==> src/rtl/spin_pkg.sv <==
package spin_pkg;

  typedef enum logic [1:0] {
    ST_SLEEP  = 2'd0,
    ST_WAKING = 2'd1,
    ST_ACCESS = 2'd2,
    ST_IDLE   = 2'd3
  } spin_state_e;

  function automatic logic state_timed(input spin_state_e s);
    return (s == ST_WAKING) || (s == ST_ACCESS);
  endfunction

endpackage

==> src/rtl/spin_timer.sv <==
module spin_timer #(
  parameter int WAKE_MS = 20,
  parameter int ACC_MS  = 10
) (
  input  logic clk,
  input  logic rst_n,
  input  logic load_i,
  input  logic run_i,
  input  logic sel_acc_i,
  input  logic ms_tick_i,
  output logic expire_o
);
  localparam int MAXD = (WAKE_MS > ACC_MS) ? WAKE_MS : ACC_MS;
  localparam int TW   = $clog2(MAXD + 1);
  localparam logic [TW-1:0] WAKE_LAST = TW'(WAKE_MS - 1);
  localparam logic [TW-1:0] ACC_LAST  = TW'(ACC_MS - 1);

  logic [TW-1:0] cnt_q;
  logic [TW-1:0] last_w;

  function automatic logic [TW-1:0] pick_last(input logic acc);
    return acc ? ACC_LAST : WAKE_LAST;
  endfunction

  assign last_w   = pick_last(sel_acc_i);
  assign expire_o = run_i && ms_tick_i && (cnt_q == last_w);

  always_ff @(posedge clk) begin
    if (!rst_n)                cnt_q <= '0;
    else if (load_i)           cnt_q <= '0;
    else if (run_i && ms_tick_i) cnt_q <= cnt_q + 1'b1;
  end

  assert_timer_bound_R2: assert property (@(posedge clk) disable iff (!rst_n)
    run_i |-> (cnt_q <= last_w));

endmodule

==> src/rtl/spin_rate_meter.sv <==
module spin_rate_meter #(
  parameter int CNT_W    = 8,
  parameter int KEEP_THR = 9
) (
  input  logic clk,
  input  logic rst_n,
  input  logic start_i,
  input  logic win_i,
  output logic keep_o
);
  localparam logic [CNT_W-1:0] CNT_MAX = {CNT_W{1'b1}};
  localparam logic [CNT_W-1:0] THR     = CNT_W'(KEEP_THR);

  logic [CNT_W-1:0] cnt_q;
  logic             keep_q;

  function automatic logic [CNT_W-1:0] sat_inc(input logic [CNT_W-1:0] v);
    return (v == CNT_MAX) ? v : v + 1'b1;
  endfunction

  function automatic logic busy_enough(input logic [CNT_W-1:0] v);
    return v >= THR;
  endfunction

  always_ff @(posedge clk) begin
    if (!rst_n) begin
      cnt_q  <= '0;
      keep_q <= 1'b0;
    end else if (win_i) begin
      keep_q <= busy_enough(cnt_q);
      cnt_q  <= start_i ? CNT_W'(1) : '0;
    end else if (start_i) begin
      cnt_q  <= sat_inc(cnt_q);
    end
  end

  assign keep_o = keep_q;

  assert_cnt_saturates_R8: assert property (@(posedge clk) disable iff (!rst_n)
    (cnt_q == CNT_MAX && !win_i) |=> (cnt_q == CNT_MAX));

  assert_window_clears_R7: assert property (@(posedge clk) disable iff (!rst_n)
    (win_i && !start_i) |=> (cnt_q == '0));

endmodule

==> src/rtl/spin_fsm.sv <==
module spin_fsm
  import spin_pkg::*;
(
  input  logic        clk,
  input  logic        rst_n,
  input  logic        req_i,
  input  logic        keep_i,
  input  logic        expire_i,
  output spin_state_e state_o,
  output logic        load_o,
  output logic        run_o,
  output logic        sel_acc_o,
  output logic        start_acc_o,
  output logic        acc_end_o,
  output logic        grant_o,
  output logic        done_o
);
  spin_state_e state_q, state_n;
  logic pend_q, pend_n;
  logic start_wake_w, start_acc_w, acc_end_w, wake_end_w;
  logic grant_q, done_q;

  assign acc_end_w  = (state_q == ST_ACCESS) && expire_i;
  assign wake_end_w = (state_q == ST_WAKING) && expire_i;

  always_comb begin
    state_n      = state_q;
    start_wake_w = 1'b0;
    start_acc_w  = 1'b0;
    pend_n       = 1'b0;
    unique case (state_q)
      ST_SLEEP: begin
        if (req_i) begin
          state_n      = ST_WAKING;
          start_wake_w = 1'b1;
        end
      end
      ST_WAKING: begin
        pend_n = pend_q | req_i;
        if (wake_end_w) begin
          state_n     = ST_ACCESS;
          start_acc_w = 1'b1;
        end
      end
      ST_ACCESS: begin
        pend_n = pend_q | req_i;
        if (acc_end_w) begin
          if (pend_q || req_i) begin
            start_acc_w = 1'b1;
            pend_n      = 1'b0;
          end else if (keep_i) begin
            state_n = ST_IDLE;
          end else begin
            state_n = ST_SLEEP;
          end
        end
      end
      ST_IDLE: begin
        if (req_i) begin
          state_n     = ST_ACCESS;
          start_acc_w = 1'b1;
        end else if (!keep_i) begin
          state_n = ST_SLEEP;
        end
      end
      default: state_n = ST_SLEEP;
    endcase
  end

  always_ff @(posedge clk) begin
    if (!rst_n) begin
      state_q <= ST_SLEEP;
      pend_q  <= 1'b0;
      grant_q <= 1'b0;
      done_q  <= 1'b0;
    end else begin
      state_q <= state_n;
      pend_q  <= pend_n;
      grant_q <= start_acc_w;
      done_q  <= acc_end_w;
    end
  end

  assign state_o     = state_q;
  assign load_o      = start_wake_w | start_acc_w;
  assign run_o       = state_timed(state_q);
  assign sel_acc_o   = (state_q == ST_ACCESS);
  assign start_acc_o = start_acc_w;
  assign acc_end_o   = acc_end_w;
  assign grant_o     = grant_q;
  assign done_o      = done_q;

  assert_sleep_wakes_first_R1: assert property (@(posedge clk) disable iff (!rst_n)
    (state_q == ST_SLEEP) |=> (state_q == ST_SLEEP || state_q == ST_WAKING));

  assert_grant_in_access_R2: assert property (@(posedge clk) disable iff (!rst_n)
    grant_o |-> (state_q == ST_ACCESS));

  assert_idle_when_kept_R3: assert property (@(posedge clk) disable iff (!rst_n)
    (acc_end_w && !pend_q && !req_i && keep_i) |=> (state_q == ST_IDLE));

  assert_sleep_when_slow_R4: assert property (@(posedge clk) disable iff (!rst_n)
    (acc_end_w && !pend_q && !req_i && !keep_i) |=> (state_q == ST_SLEEP));

  assert_pending_served_R5: assert property (@(posedge clk) disable iff (!rst_n)
    (acc_end_w && pend_q) |=> (state_q == ST_ACCESS && grant_o && done_o));

  assert_idle_drops_R9: assert property (@(posedge clk) disable iff (!rst_n)
    (state_q == ST_IDLE && !keep_i && !req_i) |=> (state_q == ST_SLEEP));

endmodule

==> src/rtl/drive_spin_ctrl.sv <==
module drive_spin_ctrl
  import spin_pkg::*;
#(
  parameter int WAKE_MS  = 20,
  parameter int ACC_MS   = 10,
  parameter int CNT_W    = 8,
  parameter int KEEP_THR = 9
) (
  input  logic       clk,
  input  logic       rst_n,
  input  logic       req_i,
  input  logic       ms_tick_i,
  input  logic       win_tick_i,
  output logic [1:0] pwr_state_o,
  output logic       drive_on_o,
  output logic       grant_o,
  output logic       done_o,
  output logic       keep_spin_o
);
  spin_state_e state_w;
  logic keep_w, expire_w, load_w, run_w, sel_acc_w, start_acc_w, acc_end_w;

  spin_rate_meter #(.CNT_W(CNT_W), .KEEP_THR(KEEP_THR)) u_meter (
    .clk     (clk),
    .rst_n   (rst_n),
    .start_i (start_acc_w),
    .win_i   (win_tick_i),
    .keep_o  (keep_w)
  );

  spin_timer #(.WAKE_MS(WAKE_MS), .ACC_MS(ACC_MS)) u_timer (
    .clk       (clk),
    .rst_n     (rst_n),
    .load_i    (load_w),
    .run_i     (run_w),
    .sel_acc_i (sel_acc_w),
    .ms_tick_i (ms_tick_i),
    .expire_o  (expire_w)
  );

  spin_fsm u_fsm (
    .clk         (clk),
    .rst_n       (rst_n),
    .req_i       (req_i),
    .keep_i      (keep_w),
    .expire_i    (expire_w),
    .state_o     (state_w),
    .load_o      (load_w),
    .run_o       (run_w),
    .sel_acc_o   (sel_acc_w),
    .start_acc_o (start_acc_w),
    .acc_end_o   (acc_end_w),
    .grant_o     (grant_o),
    .done_o      (done_o)
  );

  assign pwr_state_o = state_w;
  assign drive_on_o  = (state_w != ST_SLEEP);
  assign keep_spin_o = keep_w;

  assert_done_after_access_R2: assert property (@(posedge clk) disable iff (!rst_n)
    acc_end_w |=> done_o);

  assert_power_follows_state_R10: assert property (@(posedge clk) disable iff (!rst_n)
    grant_o |-> drive_on_o);

endmodule

==> config.mk <==
export PLATFORM = sky130hd
export DESIGN_NAME = drive_spin_ctrl
export DESIGN_NICKNAME = d
export VERILOG_FILES = /design/src/rtl/spin_pkg.sv /design/src/rtl/spin_timer.sv /design/src/rtl/spin_rate_meter.sv /design/src/rtl/spin_fsm.sv /design/src/rtl/drive_spin_ctrl.sv
export SDC_FILE = /design/constraint.sdc
export NUM_CORES = 1
export LEC_CHECK = 0
export BUFFER_PORTS_ARGS = -buffer_cell sky130_fd_sc_hd__buf_2
export CORE_ASPECT_RATIO = 0.6
export CORE_UTILIZATION = 45
export CTS_CLUSTER_DIAMETER = 60
export CTS_CLUSTER_SIZE = 14
export DETAILED_ROUTE_END_ITERATION = 7
export RECOVER_POWER = 50
export SYNTH_ARGS = -nofsm -noshare
export SYNTH_HDL_FRONTEND = slang
export SYNTH_HIERARCHICAL = 1
export SYNTH_SLANG_ARGS = --single-unit
==> constraint.sdc <==
create_clock -name clk -period 6.3 [get_ports clk]
set_input_delay 0 -clock clk [delete_from_list [all_inputs] [get_ports clk]]
set_output_delay 0 -clock clk [all_outputs]
set_load 0.02 [all_outputs]
Yosys cells after proc, flatten, opt, wreduce, memory -nomap -nowiden
Index checks and enable logic that the tools add are counted.
- register bits: 19
- input port bits: 5
- output and inout port bits: 6
- logic and storage cells: 58
- $add $sub $neg: 2
- magnitude comparators: 1
- equality and inequality tests: 11
- muxes and demuxes: 22
- bitwise gates (word level): 3
- reductions and logical operators: 12
- operator list (operator ; count):
    2-to-1 mux 8 bit ; 3
    2-to-1 mux 2 bit ; 7
    adder 8 x 1 -> 8 bit (second input constant) ; 1
    == test 8 bit (second input constant) ; 1
    >= comparator 8 x 4 -> 1 bit (second input constant) ; 1
    2-to-1 mux 1 bit ; 8
    != test 2 bit (second input constant) ; 4
    case mux 2 bit (4 select lines) ; 1
    adder 5 x 1 -> 5 bit (second input constant) ; 1
    == test 5 bit ; 1
    2-to-1 mux 5 bit ; 1
    AND reduction 5 bit ; 1
    == test 2 bit (second input constant) ; 2
    logical AND 1 bit ; 4
    nonzero test 2 bit ; 2
    != test 3 bit (second input constant) ; 1
    case mux 1 bit (3 select lines) ; 1
    == test 2 x 1 -> 1 bit (second input constant) ; 1
    zero test 2 bit ; 1
    logical OR 1 bit ; 2
    != test 2 x 1 -> 1 bit (second input constant) ; 1
    OR 1 bit ; 2
    case mux 1 bit (2 select lines) ; 1
    AND reduction 2 bit ; 1
    2 further kinds ; 2

Depth between registers and ports, before layout
Gate-level depths: netlist of run 1.
- depth after elaboration: 9
- mapped depth: 11
- depth with buffers taken out: 11

Modules after synthesis
The synthesis of run 1 kept the hierarchy.
- modules (own cells, without submodules) (module ; times used ; cells an instance ; area an instance (um^2) ; sequential area each (um^2)):
    spin_rate_meter ; 1 ; 60 ; 554.3 ; 180.2
    spin_fsm ; 1 ; 38 ; 380.4 ; 100.1
    spin_timer ; 1 ; 29 ; 240.2 ; 100.1
    drive_spin_ctrl ; 1 ; 1 ; 6.3 ; 0.0

Worst setup path before layout of run 1
Ideal clock, no wire load.
- kind: register -> register
- from: register u_fsm.state_q[0] (netlist: u_fsm/state_o[0])
- to: register u_meter.cnt_q[5]
- setup time: 0.072 ns
- arrival: 2.701 ns
- required time: 6.228 ns
- path slack: 3.528 ns
- stages on the path, launching flop included: 12
- buffers on the path: 0
- period minus slack after synthesis: 2.772 ns
- path through: dfxtp_1 > inv_1 > ha_1 > nor4bb_1 > nor2_1 > nor3_1 > inv_1 > a2bb2oi_2 > nor2_1 > nand4_2 > a211oi_1 > mux2i_1
- word-level cells in the longest chain between the ends: 9
- elaborated cells between the ends (all ways): 15
- those cells by class: 4 x eq/ne; 4 x mux; 7 x reduce/logical
- RTL lines (element ; RTL line ; text):
    start: declaration ; spin_fsm.sv:18 ; spin_state_e state_q, state_n;
    start signal: assignment ; spin_fsm.sv:77 ; state_q <= state_n;
    == test 2 bit * ; spin_fsm.sv:87 ; assign sel_acc_o = (state_q == ST_ACCESS);
    named net sel_acc_w ; drive_spin_ctrl.sv:21 ; logic keep_w, expire_w, load_w, run_w, sel_acc_w, start_acc_w, acc_end_w;
    2-to-1 mux 5 bit or logical OR 1 bit (tied branches) ; spin_timer.sv:22, spin_pkg.sv:11 ;
    == test 5 bit or logical AND 1 bit (tied branches) ; spin_timer.sv:26 ; assign expire_o = run_i && ms_tick_i && (cnt_q == last_w);
    logical AND 1 bit * ; spin_timer.sv:26 ;
    named net expire_w ; drive_spin_ctrl.sv:21 ;
    logical AND 1 bit, on equally long branches ; spin_fsm.sv:23, spin_fsm.sv:24 ;
    2-to-1 mux 1 bit, on equally long branches ; spin_fsm.sv:47, spin_fsm.sv:40 ;
    case mux 1 bit (3 select lines) * ; spin_fsm.sv:31 ; unique case (state_q)
    named net start_acc_w ; drive_spin_ctrl.sv:21 ;
    nonzero test 2 bit (no line) * ; n/a ;
    AND reduction 2 bit (no line) * ; n/a ;
    end signal: assignment ; spin_rate_meter.sv:31 ; cnt_q <= start_i ? CNT_W'(1) : '0;
    end signal: assignment ; spin_rate_meter.sv:33 ; cnt_q <= sat_inc(cnt_q);
    end: declaration ; spin_rate_meter.sv:14 ; logic [CNT_W-1:0] cnt_q;
The timed path passes the listed nets; every way through them passes the cells marked *.
A chain may end at the register's enable or synchronous reset.

Final worst setup path of run 1
Ends and elaborated chain as after synthesis.

==> impl_metrics.toml, run 1 <==
[global_routing]
antenna_found_initial = 0
grt_overflow = 0
grt_use_total_pct = 19.6
grt_pass1_vias = 860
grt_max_degree = 12
grt_first_pass_wirelength_mm = 4.10

[timing]
timing.fmax_mhz = 320
worstMarginPinSlew_ns = 0.524
fin_crit_sh_pct = 49.7
period_minus_slack_ns = 3.13
grt_setup_unrepaired = "no"
tns_ns = 0
relSlewSlack_pct = 65.0
hold_slack_ns = 0.0277
setup_viol = 0
maxSlewViolCount = 0
finalHoldViolCount = 0
skew_ns = 0.00668

[finish]
layout.cells.non_filler = 168
nets = 153
drive_gt1_share_pct = 11.6
diodes = 0
layout_commonest_cell = "dfxtp_1"
final_cell_mix = "19 x dfxtp_1, 10 x a21oi_1, 10 x nand2_1"
nFillCells = 226
syn2layout_area_growth_pct = 5.86
stdcell_area_sq_um = 1240

[route]
totalWireLength_mm = 2.41
drc = 0
ant_nets = 0
drtIter0Drc = 85
firstDrtPassIters = 7
via_per_inst = 5.86
wl_per_cell_um = 14.4
routed-via-count = 984

[worst_setup_path]
critPathKind = "register to register"
r2r_start = "u_fsm/state_o[0]$_SDFFE_PN0P_"
ff2ff_path_depth = 11
cp_max_fo = 10
r2r_slack_ns = 3.17
crit_start = "u_fsm/state_o[0]$_SDFFE_PN0P_"
r2r-end = "u_meter/cnt_q[5]$_SDFFE_PN0P_"
startpoint_type = "register"
crit_path_end_kind = "register"
arrival_ns = 3.33
cp.required_ns = 6.50
crit_end = "u_meter/cnt_q[5]$_SDFFE_PN0P_"

[cts]
cts_buffers = 3
htreeDepth = 1
clock_latency_ns = 0.26
clock_sinks = 19
cts_resized = 0
post_cts_buffers = 0
clkSlewWorstSetupHoldPaths_ns = 0.07
cts_hold_buffers = 0
tritoncts = "done"
cts_max_path_buffers = 2
cts_root_buffer = "clkbuf_8"

[power]
intPower_mw = 0.218
total_power_mw = 0.349
p_sw_mw = 0.131
combPwrFrac_pct = 34.9
seq_power_share_pct = 40.3
vdd_drop_max_uv = 184
switching_share_pct = 37.4
clockPowerShare_pct = 24.8
leakage_nw = 0.477
power_density_nw_per_um2 = 281

[floorplan]
rows = 13
die_height_um = 41.6
io_pins = 11
coreArea_sq_um = 2310
die_w_um = 68.0
initial_core_util_pct = 50.9
die_area_sq_um = 2830

[placed_design]
gp_congestion = 0.840
io_buffers = 10
place_area_sq_um = 1230
dp.final_hpwl_mm = 1.81
dp.cells = 164

[yosys]
synth_fp_nets = 141
postSynthCellCount = 127
syn_area_sq_um = 1170
yosys_warnings = 6
postSynthAreaPerCell_sq_um = 9.25

[run]
cap_violations = 0

[hold_path]
hold_path.class = "primary input to register"

[run_status]
outcome = "complete, no violations"
==> state kept, by name (all words and copies together), names as in the netlist <==
name,count
u_fsm/state_o,2
u_meter/cnt_q,8
u_meter/keep_o,1
u_fsm/done_o,1
u_timer/cnt_q,5
u_fsm/pend_q,1
u_fsm/grant_o,1
==> power groups by stage <==
stage                     Combinational (mW)  Sequential, mW  Clock, mW
after CTS                              0.133           0.140     0.0924
after detailed placement               0.133           0.143          0
after floorplan                        0.102           0.148          0
after global routing                   0.135           0.142     0.0970
final                                  0.122           0.141     0.0866
after global placement                 0.134           0.142          0
==> how the worst min path moves through the flow <==
stage,startpoint,end,cells after the start
final,ms_tick_i,u_timer/cnt_q[1]$_SDFFE_PP0P_,3
after global routing,ms_tick_i,u_timer/cnt_q[1]$_SDFFE_PP0P_,3
after CTS,ms_tick_i,u_timer/cnt_q[1]$_SDFFE_PP0P_,3
after detailed placement,ms_tick_i,u_timer/cnt_q[1]$_SDFFE_PP0P_,3
after global placement,ms_tick_i,u_timer/cnt_q[1]$_SDFFE_PP0P_,3
after floorplan,rst_n,u_fsm/state_o[0]$_SDFFE_PN0P_,1
==> worst max-delay path: stages (launching register included) <==
cell	delay (ns)
dfxtp_1	0.45
inv_1	0.12
ha_1	0.35
nor4bb_1	0.30
nor2_1	0.08
nor3_1	0.33
inv_1	0.11
a2bb2oi_1	0.19
nor2_1	0.39
nand4_2	0.23
a211oi_1	0.30
mux2i_1	0.21
==> cell type report <==
| type | count | area, sq um | share of cell area [%] |
|---|---|---|---|
| clock inverters | 1 | 5.00 | 0.402 |
| flip-flops and latches | 19 | 380 | 30.6 |
| well taps | 30 | 37.5 | 3.02 |
| clock buffers | 3 | 41.3 | 3.32 |
| multi-input cells | 96 | 703 | 56.5 |
| inverters | 9 | 33.8 | 2.72 |
| repair buffers | 10 | 42.5 | 3.42 |
==> through the flow <==
step                util [%]  setup slack, ns
global placement        53.2             3.33
floorplan                  -             3.56
detailed placement      53.2             3.16
finish                  53.8             3.17
CTS                     55.2             3.13
global route            53.8             2.86
==> layer usage <==
layer	GRT usage, %	vias up	part of all wire, %
met5	0	-	0
met4	5.42	0	0.79
met3	6.87	3	9.1
met2	22.7	39	35
met1	32.1	447	55
li1	-	495	-
(Power assumes the default switching activity.)
==> run 2, diff against run 1 <==
--- a/config.mk
+++ b/config.mk
@@ -11,6 +11,7 @@
 export CTS_CLUSTER_DIAMETER = 60
 export CTS_CLUSTER_SIZE = 14
 export DETAILED_ROUTE_END_ITERATION = 7
+export PLACE_DENSITY = 0.66
 export RECOVER_POWER = 50
 export SYNTH_ARGS = -nofsm -noshare
 export SYNTH_HDL_FRONTEND = slang
==> constraint.sdc (replaced) <==
create_clock -name clk -period 2.7 [get_ports clk]
set_input_delay 0 -clock clk [delete_from_list [all_inputs] [get_ports clk]]
set_output_delay 0 -clock clk [all_outputs]
set_load 0.02 [all_outputs]
==> run 2 against run 1 <==
  * Non-clock buffer count grew 4
  * Wire length grew 17%
  * Clock skew shrank 0.0054 ns
  * Fmax grew 26%
  * Combinational power grew to 2.7 times the previous value
  * Sequential share of layout area shrank 1.6 points
  * Cell count grew 2.4%
  * Worst setup slack lost 3.0 ns
  * Count of clock-buffer cells in the layout is the same
  * Largest cell class unchanged
  * Largest power group is now combinational logic
==> impl_metrics.toml, run 2 (synthesized netlist as in run 1, its figures left out) <==
[worst_setup_path]
cp_max_fo = 5
arrival_ns = 2.68
crit_family = "compound AO/OA/AOI/OAI gates"
startpoint_type = "register"
critPathKind = "register to register"
critPathBufInv = 2
crit_chain = "inv_1 -> ha_2 -> nand3_2 -> nor3_4 -> inv_1 -> a2bb2oi_2 -> nor2_2 -> nand4_2 -> a2111o_1 -> o21ai_2"
cpPeakStageDelay_ns = 0.45
crit_path_end_kind = "register"
slowest_stage = "a2111o_1"
cp.required_ns = 2.90
cp_common_cell = "inv_1"

[run]
cap_violations = 0

[finish]
stdcell_area_sq_um = 1320
final_cell_mix = "18 x dfxtp_1, 10 x a21oi_1, 10 x nand2_1"
diodes = 0
largest_reg_flops = 8
layout.cells.non_filler = 172
regMostFlops = "u_meter/cnt_q"
layout_commonest_cell = "dfxtp_1"
drive_gt1_share_pct = 19.7
nets = 157
finalCoreUtilization_pct = 57.1
syn2layout_area_growth_pct = 12.2

[power]
total_power_mw = 0.866
power_density_nw_per_um2 = 657
leakage_nw = 0.502
vdd_drop_max_uv = 427

[cts]
cts_hold_buffers = 0
htreeDepth = 1
cts_root_buffer = "clkbuf_8"
clkSlewWorstSetupHoldPaths_ns = 0.07
cts_buffers = 3
clock_latency_ns = 0.26
clock_sinks = 19
tritoncts = "done"
cts_max_path_buffers = 2

[run_status]
outcome = "complete, no violations"

[timing]
layout_setup_ws_ns = 0.215
hold_slack_ns = 0.0748
worstMarginPinSlew_ns = 0.548
skew_ns = 0.00124
period_minus_slack_ns = 2.49
fin_crit_sh_pct = 92.1
finalHoldViolCount = 0
maxSlewViolCount = 0
grt_setup_unrepaired = "no"
relSlewSlack_pct = 63.4
tns_ns = 0
setup_viol = 0
timing.fmax_mhz = 402

[floorplan]
coreArea_sq_um = 2310
io_pins = 11
die_area_sq_um = 2830
die_height_um = 41.6
die_w_um = 68.0
initial_core_util_pct = 50.9
rows = 13

[route]
drc = 0
firstDrtPassIters = 4
via_per_inst = 6.13
routed-via-count = 1054
ant_nets = 0
drtIter0Drc = 69
wl_per_cell_um = 16.4
totalWireLength_mm = 2.82

[placed_design]
dp.cells = 167
dp.final_hpwl_mm = 2.04
io_buffers = 10
post-place-ws_ns = 0.0417
gp_congestion = 0.968
place_area_sq_um = 1250

[global_routing]
grt_first_pass_wirelength_mm = 4.66
grt_overflow = 0
grt_use_total_pct = 22.2
grt_pass1_vias = 920
grt_max_degree = 12
antenna_found_initial = 0

[hold_path]
hold_path.class = "primary input to register"
## run 2: per-layer routing
layer / vias to the layer above / wire (um) / GRT usage, %
li1: 509 / - / -
met5: - / 0 / 0
met1: 495 / 1440 / 36.5
met3: 2 / 205 / 4.95
met4: 0 / 13 / 3.75
met2: 48 / 1160 / 28.4
## run 2: repair_timing
action / 4_1_cts / 5_1_grt
resized for setup: 0 / 6
hold endpoints to repair: 0 / 0
setup endpoints to repair: 0 / 8
buffers inserted: 0 / 1
## run 2: final timing paths
| path | start | to | slack [ns] | cells after the start |
|---|---|---|---|---|
| worst min register to register | u_meter/cnt_q[1]$_SDFFE_PN0P_ | u_meter/cnt_q[1]$_SDFFE_PN0P_ | 0.53 | 2 |
| worst min-delay path | ms_tick_i | u_timer/cnt_q[1]$_SDFFE_PP0P_ | 0.07 | 3 |
| worst max register to register | u_fsm/state_o[1]$_SDFFE_PN0P_ | u_meter/cnt_q[3]$_SDFFE_PN0P_ | 0.21 | 10 |
| worst max-delay path | u_fsm/state_o[1]$_SDFFE_PN0P_ | u_meter/cnt_q[3]$_SDFFE_PN0P_ | 0.21 | 10 |
## run 2: final cells by class
class                   count  area, sq um
clock buffers               3         41.3
clock inverters             1         5.00
repair buffers             14         72.6
inverters                   9         33.8
flip-flops and latches     19          382
fillers                   221          991
multi-input cells          96          747
well taps                  30         37.5
## run 2: worst register-to-register path: stages (launching register included)
cell       delay, ns
dfxtp_1         0.41
inv_1           0.13
ha_2            0.41
nand3_2         0.14
nor3_4          0.23
inv_1           0.09
a2bb2oi_2       0.18
nor2_2          0.13
nand4_2         0.19
a2111o_1        0.45
o21ai_2         0.06
## run 2: power breakdown
group / switching [mW] / leakage, nW / internal (mW)
Sequential: 0.0285 / 0.154 / 0.302
Clock: 0.0995 / 0.0255 / 0.103
Combinational: 0.200 / 0.323 / 0.133
==> run 3, diff against run 2 <==
==> constraint.sdc (replaced) <==
create_clock -name clk -period 2.64 [get_ports clk]
set_input_delay 0 -clock clk [delete_from_list [all_inputs] [get_ports clk]]
set_output_delay 0 -clock clk [all_outputs]
set_load 0.02 [all_outputs]
==> run 3 against run 2 <==
  * Register-to-register slack worse by 0.19 ns
  * Design area up 1.4%
  * Power up 1.3%
  * Clock power down 2%
  * Worst setup slack worse by 0.19 ns
  * Fmax down 5.1%
  * Sequential power about the same
  * Clock skew up 0.0039 ns
==> impl_metrics.toml, run 3 (synthesized netlist as in run 1, its figures left out) <==
[run_status]
outcome = "complete, no violations"

[floorplan]
die_height_um = 41.6
die_area_sq_um = 2830
coreArea_sq_um = 2310
rows = 13
io_pins = 11
initial_core_util_pct = 50.9
die_w_um = 68.0

[timing]
period_minus_slack_ns = 2.62
finalHoldViolCount = 0
relSlewSlack_pct = 62.8
layout_setup_ws_ns = 0.0222
fin_crit_sh_pct = 99.2
grt_setup_unrepaired = "yes"
maxSlewViolCount = 0
worstMarginPinSlew_ns = 0.556
timing.fmax_mhz = 382
skew_ns = 0.00512
setup_viol = 0

[route]
drc = 0
routed-via-count = 1013
ant_nets = 0
drtIter0Drc = 28
via_per_inst = 5.92
totalWireLength_mm = 2.63
firstDrtPassIters = 4
wl_per_cell_um = 15.4

[finish]
layout_commonest_cell = "dfxtp_1"
largest_reg_flops = 8
nets = 156
drive_gt1_share_pct = 21.3
syn2layout_area_growth_pct = 13.8
regMostFlops = "u_meter/cnt_q"
diodes = 0
layout.cells.non_filler = 171
final_cell_mix = "17 x dfxtp_1, 10 x a21oi_1, 10 x nand2_1"

[placed_design]
post-place-ws_ns = -0.0638
io_buffers = 10
dp.final_hpwl_mm = 1.92
dp.cells = 167
gp_congestion = 0.860

[worst_setup_path]
critPathBufInv = 2
critPathKind = "register to register"
cp.required_ns = 2.84
arrival_ns = 2.81
cp_max_fo = 5
cp_common_cell = "inv_1"
r2r_slack_ns = 0.02
startpoint_type = "register"
crit_family = "simple AND/OR/NAND/NOR gates"
cpPeakStageDelay_ns = 0.45
crit_chain = "inv_1 -> ha_1 -> nor4bb_1 -> nor2_1 -> nor3_4 -> inv_1 -> a2bb2oi_2 -> nor2_2 -> nand4_2 -> a2111o_1 -> o21ai_2"
slowest_stage = "a2111o_1"
crit_path_end_kind = "register"

[cts]
tritoncts = "done"
clock_latency_ns = 0.25
clkSlewWorstSetupHoldPaths_ns = 0.07
htreeDepth = 1
cts_buffers = 3
cts_max_path_buffers = 2
cts_root_buffer = "clkbuf_8"
clock_sinks = 19
post_cts_buffers = 0

[global_routing]
grt_first_pass_wirelength_mm = 4.35
grt_use_total_pct = 20.6
grt_pass1_vias = 886
antenna_found_initial = 0
grt_max_degree = 12
grt_overflow = 0

[hold_path]
hold_path.class = "primary input to register"

[power]
vdd_drop_max_uv = 466
power_density_nw_per_um2 = 656
leakage_nw = 0.499

[run]
cap_violations = 0
## run 3: cell count changes in the layout (fill, tap and decap cells not counted), sizes merged
cell and change:
clkbuf -1
## run 3: tightest hold or removal path, stage by stage
cell	delay (ns)
buf_2	0.12
nand3_1	0.09
a21oi_1	0.06
## run 3: stage by stage
step / setup TNS [ns] / power [mW] / util (%) / hold WS (ns) / area, sq um
2_1_floorplan: 0 / 0.597 / - / 0.126 / 1180
3_3_place_gp: 0 / 0.672 / 54.2 / 0.297 / 1250
3_5_place_dp: -0.0692 / 0.681 / 54.2 / 0.306 / 1250
4_1_cts: 0 / 0.877 / 56.4 / 0.0348 / 1300
5_1_grt: -0.374 / 0.949 / 57.9 / 0.0685 / 1340
6_report: 0 / 0.877 / 57.9 / 0.0595 / 1340
## run 3: power by group
| part | leakage [nW] | internal [mW] | switching [mW] |
|---|---|---|---|
| sequential | 0.154 | 0.310 | 0.0196 |
| combinational | 0.319 | 0.139 | 0.211 |
| clock | 0.0255 | 0.105 | 0.0926 |
## run 3: area by class of cell
cell class	instances	area, sq um
tap	30	37.5
clock buffer	3	41.3
clock inverter	1	5.00
timing repair buffer	13	65.1
multi-input combinational	96	772
fill	203	972
sequential	19	383
inverter	9	33.8
## run 3: worst paths after layout
path                                                     from                             to  depth (start not counted)
worst max register to register  u_fsm/state_o[0]$_SDFFE_PN0P_  u_meter/cnt_q[3]$_SDFFE_PN0P_                         11
worst min-delay path                                ms_tick_i  u_timer/cnt_q[1]$_SDFFE_PP0P_                          3
worst max-delay path            u_fsm/state_o[0]$_SDFFE_PN0P_  u_meter/cnt_q[3]$_SDFFE_PN0P_                         11
worst min register to register  u_timer/cnt_q[4]$_SDFFE_PP0P_  u_timer/cnt_q[4]$_SDFFE_PP0P_                          2
## run 3: what timing repair did
action	in CTS	in global routing
resized for setup	1	8
hold buffers	0	0
setup endpoints to repair	4	7
## run 3: metal layers
| layer | track usage (%) | up-vias | wire length, um |
|---|---|---|---|
| met4 | 2.50 | 0 | 36 |
| li1 | - | 507 | - |
| met3 | 7.14 | 4 | 202 |
| met1 | 34.6 | 464 | 1380 |
| met5 | 0 | - | 0 |
| met2 | 24.3 | 38 | 1020 |
